--- src/rtl/cmdser_pkg.sv ---
// Shared types for the command-then-data serial master.
// Assumes: mode codes are fixed by the top-level port encoding.
package cmdser_pkg;

    typedef enum logic [1:0] {
        MODE_PLAIN = 2'd0,
        MODE_GAP2  = 2'd1,
        MODE_FREE  = 2'd2,
        MODE_JOIN  = 2'd3
    } mode_e;

    typedef enum logic [2:0] {
        ST_IDLE,
        ST_ARM,
        ST_CMD,
        ST_GAP,
        ST_TURN,
        ST_DATA
    } state_e;

endpackage

--- src/rtl/cmdser_clkgen.sv ---
// Serial clock phase generator.
// Runs from reset, independent of any transaction, so free-running mode
// and framed mode share one time base. tick_rise marks the last system
// cycle before the phase goes high, tick_fall the last before it goes low.
// Assumes: HALF_CYC >= 1.
module cmdser_clkgen #(
    parameter int HALF_CYC = 2
) (
    input  logic clk,
    input  logic rst_n,
    output logic ph,
    output logic tick_rise,
    output logic tick_fall
);
    localparam int CW = (HALF_CYC > 1) ? $clog2(HALF_CYC) : 1;

    logic [CW-1:0] half_cnt;
    logic          wrap;

    // Half-period end detection
    assign wrap      = (half_cnt == CW'(HALF_CYC - 1));
    assign tick_rise = wrap && !ph;
    assign tick_fall = wrap && ph;

    // Half-period counter and phase toggle
    always_ff @(posedge clk) begin
        if (!rst_n) begin
            half_cnt <= '0;
            ph       <= 1'b0;
        end else if (wrap) begin
            half_cnt <= '0;
            ph       <= ~ph;
        end else begin
            half_cnt <= half_cnt + CW'(1);
        end
    end

    a_r7_phase_follows_tick: assert property (@(posedge clk) disable iff (!rst_n)
        tick_rise |=> ph);

endmodule

--- src/rtl/cmdser_shifter.sv ---
// Transmit and receive shift registers.
// The transmit register is left-justified so its top bit is always the
// bit on the wire; the receive register fills from the bottom.
// Assumes: load, shift and sample are never needed in the same cycle as
// deliver for conflicting data (sequencer guarantees this).
module cmdser_shifter #(
    parameter int CMD_W  = 8,
    parameter int DATA_W = 8
) (
    input  logic              clk,
    input  logic              rst_n,
    input  logic              load_cmd,
    input  logic [CMD_W-1:0]  cmd,
    input  logic              load_data,
    input  logic [DATA_W-1:0] data,
    input  logic              shift_en,
    input  logic              sample_en,
    input  logic              miso,
    input  logic              deliver,
    output logic              tx_bit,
    output logic [DATA_W-1:0] rx_data,
    output logic              rx_valid
);
    localparam int SR_W = (CMD_W > DATA_W) ? CMD_W : DATA_W;

    logic [SR_W-1:0]   tx_sr;
    logic [DATA_W-1:0] rx_sr;

    assign tx_bit = tx_sr[SR_W-1];

    // Transmit register: load a word or move the next bit to the top
    always_ff @(posedge clk) begin
        if (!rst_n) begin
            tx_sr <= '0;
        end else if (load_cmd) begin
            tx_sr <= SR_W'(cmd) << (SR_W - CMD_W);
        end else if (load_data) begin
            tx_sr <= SR_W'(data) << (SR_W - DATA_W);
        end else if (shift_en) begin
            tx_sr <= tx_sr << 1;
        end
    end

    // Receive register: take one sampled bit per rising serial edge
    always_ff @(posedge clk) begin
        if (!rst_n) begin
            rx_sr <= '0;
        end else if (sample_en) begin
            rx_sr <= {rx_sr[DATA_W-2:0], miso};
        end
    end

    // Output word register and its one-cycle strobe
    always_ff @(posedge clk) begin
        if (!rst_n) begin
            rx_data  <= '0;
            rx_valid <= 1'b0;
        end else begin
            rx_valid <= deliver;
            if (deliver) begin
                rx_data <= rx_sr;
            end
        end
    end

    a_r3_valid_one_cycle: assert property (@(posedge clk) disable iff (!rst_n)
        rx_valid |=> !rx_valid);

endmodule

--- src/rtl/cmdser_seq.sv ---
// Transaction sequencer.
// Steps through command bits, optional select gaps, the read turnaround
// slot and the data words; every state change happens on a falling
// serial tick so select and data move with the clock low.
// Assumes: count and direction are latched at request time and the
// request is only taken in the idle state.
module cmdser_seq
    import cmdser_pkg::*;
#(
    parameter int CMD_W  = 8,
    parameter int DATA_W = 8,
    parameter int CNT_W  = 8
) (
    input  logic             clk,
    input  logic             rst_n,
    input  logic             tick_rise,
    input  logic             tick_fall,
    input  logic             start_valid,
    input  logic [CMD_W-1:0] start_cmd,
    input  logic [CNT_W-1:0] start_count,
    input  logic             start_write,
    input  logic [1:0]       mode,
    output logic             start_ready,
    output logic [CMD_W-1:0] cmd_q,
    output logic             load_cmd,
    output logic             load_data,
    output logic             shift_en,
    output logic             sample_en,
    output logic             word_done,
    output logic             ss_n,
    output logic             clk_en,
    output logic             mosi_en,
    output logic             done,
    output logic             wr_q,
    output logic             free_sel
);
    localparam int SR_W = (CMD_W > DATA_W) ? CMD_W : DATA_W;
    localparam int BW   = $clog2(SR_W) + 1;

    state_e           state, state_n;
    mode_e            mode_q, mode_n;
    logic [CMD_W-1:0] cmd_n;
    logic [CNT_W-1:0] words, words_n;
    logic [BW-1:0]    bit_cnt, bit_n;
    logic             gap_cnt, gap_n;
    logic             turn_pend, turn_n;
    logic             wr_n, ss_n_n, clk_en_n, mosi_en_n, done_n;
    logic             go_phase2, go_gap, go_finish, enter_data;

    // Next-state and next-output decision
    always_comb begin
        state_n    = state;
        mode_n     = mode_q;
        cmd_n      = cmd_q;
        words_n    = words;
        bit_n      = bit_cnt;
        gap_n      = gap_cnt;
        turn_n     = turn_pend;
        wr_n       = wr_q;
        ss_n_n     = ss_n;
        clk_en_n   = clk_en;
        mosi_en_n  = mosi_en;
        done_n     = 1'b0;
        go_phase2  = 1'b0;
        go_gap     = 1'b0;
        go_finish  = 1'b0;
        enter_data = 1'b0;
        case (state)
            ST_IDLE: if (start_valid) begin
                cmd_n   = start_cmd;
                words_n = start_count;
                wr_n    = start_write;
                mode_n  = mode_e'(mode);
                turn_n  = !start_write;
                state_n = ST_ARM;
            end
            ST_ARM: if (tick_fall) begin
                ss_n_n    = 1'b0;
                clk_en_n  = 1'b1;
                mosi_en_n = 1'b1;
                bit_n     = BW'(CMD_W - 1);
                state_n   = ST_CMD;
            end
            ST_CMD: if (tick_fall) begin
                if (bit_cnt != '0)           bit_n = bit_cnt - BW'(1);
                else if (words == '0)        go_finish = 1'b1;
                else if (mode_q == MODE_JOIN) go_phase2 = 1'b1;
                else                         go_gap = 1'b1;
            end
            ST_GAP: if (tick_fall) begin
                if (gap_cnt) begin
                    gap_n = 1'b0;
                end else begin
                    ss_n_n    = 1'b0;
                    go_phase2 = 1'b1;
                end
            end
            ST_TURN: if (tick_fall) begin
                enter_data = 1'b1;
            end
            ST_DATA: if (tick_fall) begin
                if (bit_cnt != '0) begin
                    bit_n = bit_cnt - BW'(1);
                end else begin
                    words_n = words - CNT_W'(1);
                    if (words == CNT_W'(1))         go_finish  = 1'b1;
                    else if (mode_q == MODE_JOIN)   enter_data = 1'b1;
                    else                            go_gap     = 1'b1;
                end
            end
            default: state_n = ST_IDLE;
        endcase
        if (go_phase2) begin
            if (turn_pend) begin
                turn_n    = 1'b0;
                clk_en_n  = 1'b1;
                mosi_en_n = 1'b0;
                state_n   = ST_TURN;
            end else begin
                enter_data = 1'b1;
            end
        end
        if (enter_data) begin
            bit_n     = BW'(DATA_W - 1);
            clk_en_n  = 1'b1;
            mosi_en_n = wr_q;
            state_n   = ST_DATA;
        end
        if (go_gap) begin
            ss_n_n    = 1'b1;
            clk_en_n  = 1'b0;
            mosi_en_n = 1'b0;
            gap_n     = (mode_q == MODE_GAP2);
            state_n   = ST_GAP;
        end
        if (go_finish) begin
            ss_n_n    = 1'b1;
            clk_en_n  = 1'b0;
            mosi_en_n = 1'b0;
            done_n    = 1'b1;
            state_n   = ST_IDLE;
        end
    end

    // State and control registers
    always_ff @(posedge clk) begin
        if (!rst_n) begin
            state     <= ST_IDLE;
            mode_q    <= MODE_PLAIN;
            cmd_q     <= '0;
            words     <= '0;
            bit_cnt   <= '0;
            gap_cnt   <= 1'b0;
            turn_pend <= 1'b0;
            wr_q      <= 1'b0;
            ss_n      <= 1'b1;
            clk_en    <= 1'b0;
            mosi_en   <= 1'b0;
            done      <= 1'b0;
        end else begin
            state     <= state_n;
            mode_q    <= mode_n;
            cmd_q     <= cmd_n;
            words     <= words_n;
            bit_cnt   <= bit_n;
            gap_cnt   <= gap_n;
            turn_pend <= turn_n;
            wr_q      <= wr_n;
            ss_n      <= ss_n_n;
            clk_en    <= clk_en_n;
            mosi_en   <= mosi_en_n;
            done      <= done_n;
        end
    end

    // Strobes to the shifter and the edge of the block
    assign start_ready = (state == ST_IDLE);
    assign load_cmd    = (state == ST_ARM) && tick_fall;
    assign load_data   = enter_data && wr_q;
    assign shift_en    = tick_fall && (bit_cnt != '0) &&
                         ((state == ST_CMD) || ((state == ST_DATA) && wr_q));
    assign sample_en   = tick_rise && (state == ST_DATA) && !wr_q;
    assign word_done   = tick_fall && (state == ST_DATA) && (bit_cnt == '0) && !wr_q;
    assign free_sel    = (state == ST_IDLE) ? (mode == MODE_FREE) : (mode_q == MODE_FREE);

    a_r9_done_single: assert property (@(posedge clk) disable iff (!rst_n)
        done |=> !done);
    a_r9_done_at_release: assert property (@(posedge clk) disable iff (!rst_n)
        done |-> (ss_n && !$past(ss_n)));
    a_r8_join_one_select: assert property (@(posedge clk) disable iff (!rst_n)
        (mode_q == MODE_JOIN && state != ST_IDLE && state != ST_ARM) |-> !ss_n);
    a_r10_ready_only_released: assert property (@(posedge clk) disable iff (!rst_n)
        start_ready |-> ss_n);

endmodule

--- src/rtl/cmdser_master.sv ---
// Command-then-data serial master, top level.
// Joins the phase generator, the sequencer and the shift registers and
// forms the serial clock: the phase is passed through while bits move,
// or always when free-running is selected.
// Assumes: miso changes only while sclk is low; HALF_CYC >= 1.
module cmdser_master #(
    parameter int CMD_W    = 8,
    parameter int DATA_W   = 8,
    parameter int CNT_W    = 8,
    parameter int HALF_CYC = 2
) (
    input  logic              clk,
    input  logic              rst_n,
    input  logic              start_valid,
    output logic              start_ready,
    input  logic [CMD_W-1:0]  start_cmd,
    input  logic [CNT_W-1:0]  start_count,
    input  logic              start_write,
    input  logic [1:0]        mode,
    input  logic [DATA_W-1:0] tx_word,
    output logic              tx_take,
    output logic [DATA_W-1:0] rx_data,
    output logic              rx_valid,
    output logic              done,
    output logic              sclk,
    output logic              ss_n,
    output logic              mosi,
    input  logic              miso
);
    logic             ph, tick_rise, tick_fall;
    logic [CMD_W-1:0] cmd_q;
    logic             load_cmd, load_data, shift_en, sample_en, word_done;
    logic             clk_en, mosi_en, wr_q, free_sel, tx_bit;

    cmdser_clkgen #(.HALF_CYC(HALF_CYC)) u_clkgen (
        .clk       (clk),
        .rst_n     (rst_n),
        .ph        (ph),
        .tick_rise (tick_rise),
        .tick_fall (tick_fall)
    );

    cmdser_seq #(.CMD_W(CMD_W), .DATA_W(DATA_W), .CNT_W(CNT_W)) u_seq (
        .clk         (clk),
        .rst_n       (rst_n),
        .tick_rise   (tick_rise),
        .tick_fall   (tick_fall),
        .start_valid (start_valid),
        .start_cmd   (start_cmd),
        .start_count (start_count),
        .start_write (start_write),
        .mode        (mode),
        .start_ready (start_ready),
        .cmd_q       (cmd_q),
        .load_cmd    (load_cmd),
        .load_data   (load_data),
        .shift_en    (shift_en),
        .sample_en   (sample_en),
        .word_done   (word_done),
        .ss_n        (ss_n),
        .clk_en      (clk_en),
        .mosi_en     (mosi_en),
        .done        (done),
        .wr_q        (wr_q),
        .free_sel    (free_sel)
    );

    cmdser_shifter #(.CMD_W(CMD_W), .DATA_W(DATA_W)) u_shift (
        .clk       (clk),
        .rst_n     (rst_n),
        .load_cmd  (load_cmd),
        .cmd       (cmd_q),
        .load_data (load_data),
        .data      (tx_word),
        .shift_en  (shift_en),
        .sample_en (sample_en),
        .miso      (miso),
        .deliver   (word_done),
        .tx_bit    (tx_bit),
        .rx_data   (rx_data),
        .rx_valid  (rx_valid)
    );

    // Serial outputs: gated clock and gated data bit
    assign sclk    = ph && (clk_en || free_sel);
    assign mosi    = mosi_en && tx_bit;
    assign tx_take = load_data;

    a_r5_clock_low_when_released: assert property (@(posedge clk) disable iff (!rst_n)
        (ss_n && !free_sel) |-> !sclk);
    a_r2_mosi_steady_high_phase: assert property (@(posedge clk) disable iff (!rst_n)
        (sclk && $past(sclk)) |-> $stable(mosi));
    a_r3_no_rx_in_write: assert property (@(posedge clk) disable iff (!rst_n)
        rx_valid |-> !wr_q);

endmodule

--- config.mk ---
export PLATFORM = sky130hd
export DESIGN_NAME = cmdser_master
export DESIGN_NICKNAME = d
export VERILOG_FILES = /design/src/rtl/cmdser_pkg.sv /design/src/rtl/cmdser_clkgen.sv /design/src/rtl/cmdser_shifter.sv /design/src/rtl/cmdser_seq.sv /design/src/rtl/cmdser_master.sv
export SDC_FILE = /design/constraint.sdc
export NUM_CORES = 1
export LEC_CHECK = 0
export CORE_MARGIN = 2
export CORE_UTILIZATION = 54
export DETAILED_ROUTE_END_ITERATION = 10
export PLACE_DENSITY = 0.78
export SYNTH_ARGS = -nofsm -noshare
export SYNTH_HDL_FRONTEND = slang
export SYNTH_HIERARCHICAL = 1
export SYNTH_SLANG_ARGS = --single-unit
--- constraint.sdc ---
create_clock -name clk -period 3.2 [get_ports clk]
set_input_delay 0.48 -clock clk [delete_from_list [all_inputs] [get_ports clk]]
set_output_delay 0.48 -clock clk [all_outputs]
set_load 0.05 [all_outputs]
==> results_dict.tcl, run 1 <==
set metrics [dict create \
    status "completed" \
    wl_per_cell_um 14.8 \
    period_minus_slack_ns 3.00 \
    cap_violations 0 \
    synth_most_common_cell "dfxtp_1" \
    dr.pass1.iters 6 \
    worstPathArrival_ns 2.52 \
    endpoint_kind "primary output" \
    fill_cells 450 \
    yosysTopAreaCellShare 0.395 \
    grt_use_total 0.228 \
    final_area_um2 3690 \
    synthCells 327 \
    grt_antenna_before_repair 0 \
    path_class "register to primary output" \
    cts.clk_slew.worst_paths_ns 0.07 \
    fmax_ghz 0.333 \
    rows 27 \
    area.growth.synth_to_final_pct 23.4 \
    slowest_stage "or3b_4" \
    place_area_um2 3500 \
    fp.dieH_um 78.4 \
    p_leak_nw 1.36 \
    fin_skew_ns 0.00966 \
    synth_edf_count 0 \
    p_per_area_nw_per_um2 441 \
    finish.net_count 407 \
    grt_overflow_total 0 \
    io_buffers 45 \
    root_buffer "clkbuf_8" \
    synth.top_cells.by_count "dfxtp_1 (59), nand2_1 (38), a21oi_1 (24), mux2i_1 (24), nor2_1 (22)" \
    cts_hold_buf 0 \
    fin_tns_setup_ns 0 \
    wl_mm 6.61 \
    relSlewSlack 0.507 \
    synth_cell_types 61 \
    antennaDiodeCount 0 \
    cp_cell_sequence "inv_1 > ha_1 > or3b_4 > o2111a_2 > o211ai_4 > o21ai_2 > and2_4 > buf_12" \
    critPathTopFamily "simple AND/OR/NAND/NOR gates" \
    numCtsBuffers 9 \
    ios 46 \
    cts_tree "done" \
    routed_via_density 5.59 \
    grt_pass1_vias 2391 \
    synth.area.top_cells "dfxtp_1 (39%), mux2i_1 (8.0%), nand2_1 (4.8%)" \
    hold_viol 0 \
    clk_path_buf_depth 2 \
    drt_iter0_markers 114 \
    synth_nets 362 \
    yosysSeqAreaShare 0.395 \
    tightestPinTransition_ns 0.739 \
    synth-main-ff-cell "dfxtp_1" \
    hold_path_class "register to register" \
    period_share 0.937 \
    worstSetupStartpointType "register" \
    grt_max_degree 23 \
    drv_slew 0 \
    drive_gt1_frac 0.122 \
    cts_max_level 3 \
    rsz0062_at_grt "false" \
    grt_pass1_wl_mm 10.9 \
    cts-resized-gates 0 \
    cts_setup_buffers 0 \
    crit_fanout 12 \
    max-vdd-ir-drop_mv 0.312 \
    drc_errors 0 \
    clkLatencyLatePin_ns 0.33 \
    clock_sinks 59 \
    netlist_area_um2 2990 \
    vias 2503 \
    ys_warn_count 6 \
    async_reset_ff_frac 0 \
    yosys_register_bits 59 \
    required_ns 2.72 \
    place_hpwl_mm 4.67 \
    gp_congestion 0.860 \
    path_buf_inv 2 \
    antenna_left 0 \
    start_util 0.550 \
    die_area_um2 6150 \
    finalSetupViolCount 0 \
    max_stage_delay_ns 0.42 \
    coreArea_um2 5440 \
    yosysTopAreaCell "dfxtp_1" \
    syn_avg_cell_area_um2 9.15 \
    die_x_um 78.4 \
]
-- cell families (layout without fill, tap and decap cells) --
kind of cell    count (synthesis)  after routing  share of synthesized area
buf+inv                        25             74                     0.0427
compound gates                 75             75                      0.175
simple gates                  130            130                      0.243
flops                          59             59                      0.395
mux                            34             34                      0.128
fa+ha+maj                       4              4                     0.0167
-- placed cells by master, fill, tap and decap left out, types with 8 or more instances in the layout --
cell             instances
mux2_4                   8
nor2b_1                 21
a21oi_1                 24
nand2_1                 38
nor2_1                  22
clkbuf_8                10
mux2i_1                 24
inv_1                    8
nor3_1                   8
o21ai_1                  8
dfxtp_1                 59
clkdlybuf4s50_1         44
-- layout make-up --
cell class,count,area (um^2),area share
Multi-Input combinational cell,243,1680,0.456
Sequential cell,59,1180,0.320
Timing Repair Buffer,50,498,0.135
Clock buffer,10,138,0.0373
Tap cell,72,90.1,0.0244
Clock inverter,5,53.8,0.0146
Inverter,9,47.5,0.0129
-- per-layer routing --
layer / part of all wire / vias to the layer above / global-route usage / routed length [um]
met2: 0.46 / 55 / 0.358 / 3060
met3: 0.037 / 12 / 0.0563 / 247
li1: - / 1254 / - / -
met1: 0.48 / 1182 / 0.302 / 3190
met5: 0 / - / 0 / 0
met4: 0.018 / 0 / 0.0930 / 119
-- through the flow --
step,setup slack [ns],hold WS (ns),utilization,instances,total power [mW]
detailed placement,0.384,0.443,0.643,433,0.982
floorplan,0.377,0.422,-,327,0.909
CTS,0.0568,0.450,0.679,448,1.64
finish,0.200,0.449,0.679,448,1.63
global placement,0.469,0.432,0.643,433,0.976
global route,0.0578,0.475,0.679,448,1.69
-- power by group --
part	internal, mW	switching, mW
clock network	0.373	0.288
registers	0.758	0.0268
logic	0.0923	0.0901
total	1.22	0.405
-- path summary, 6_finish.rpt --
kind / startpoint / end / slack (ns) / cells after the start
setup reg to reg: u_seq/words[1]$_SDFFE_PN0P_ / u_shift/tx_sr[6]$_SDFFE_PN0P_ / 0.47 / 10
hold reg to reg: u_shift/tx_sr[5]$_SDFFE_PN0P_ / u_shift/tx_sr[5]$_SDFFE_PN0P_ / 0.45 / 2
hold / removal: u_shift/tx_sr[5]$_SDFFE_PN0P_ / u_shift/tx_sr[5]$_SDFFE_PN0P_ / 0.45 / 2
setup / recovery: u_seq/words[1]$_SDFFE_PN0P_ / tx_take / 0.20 / 8
-- state kept, by name (all words and copies together), names as in the netlist, 2 cells and up --
signal           count
u_shift/tx_sr        8
u_seq/state          3
u_seq/cmd_q          8
u_seq/words          8
u_seq/mode_q         2
u_shift/rx_sr        8
u_shift/rx_data      8
u_seq/bit_cnt        4
-- worst reg2reg max path: cells and delay by family, from the launching register on --
| kind | cells | cell delay, ns |
|---|---|---|
| AO/OA/AOI/OAI | 4 | 0.75 |
| adder cells (fa/ha/maj) | 1 | 0.22 |
| buffers and inverters | 1 | 0.12 |
| flip-flops | 1 | 0.33 |
| AND/OR/NAND/NOR | 4 | 1.24 |
(Power assumes the default switching activity.)
==> run 2, diff against run 1 <==
--- a/config.mk
+++ b/config.mk
@@ -5,6 +5,7 @@
 export SDC_FILE = /design/constraint.sdc
 export NUM_CORES = 1
 export LEC_CHECK = 0
+export ABC_CLOCK_PERIOD_IN_PS = 3200
 export CORE_MARGIN = 2
 export CORE_UTILIZATION = 54
 export DETAILED_ROUTE_END_ITERATION = 10
==> results of run 2 <==
Same layout as run 1: the final DEF is identical, and so are final timing and power.
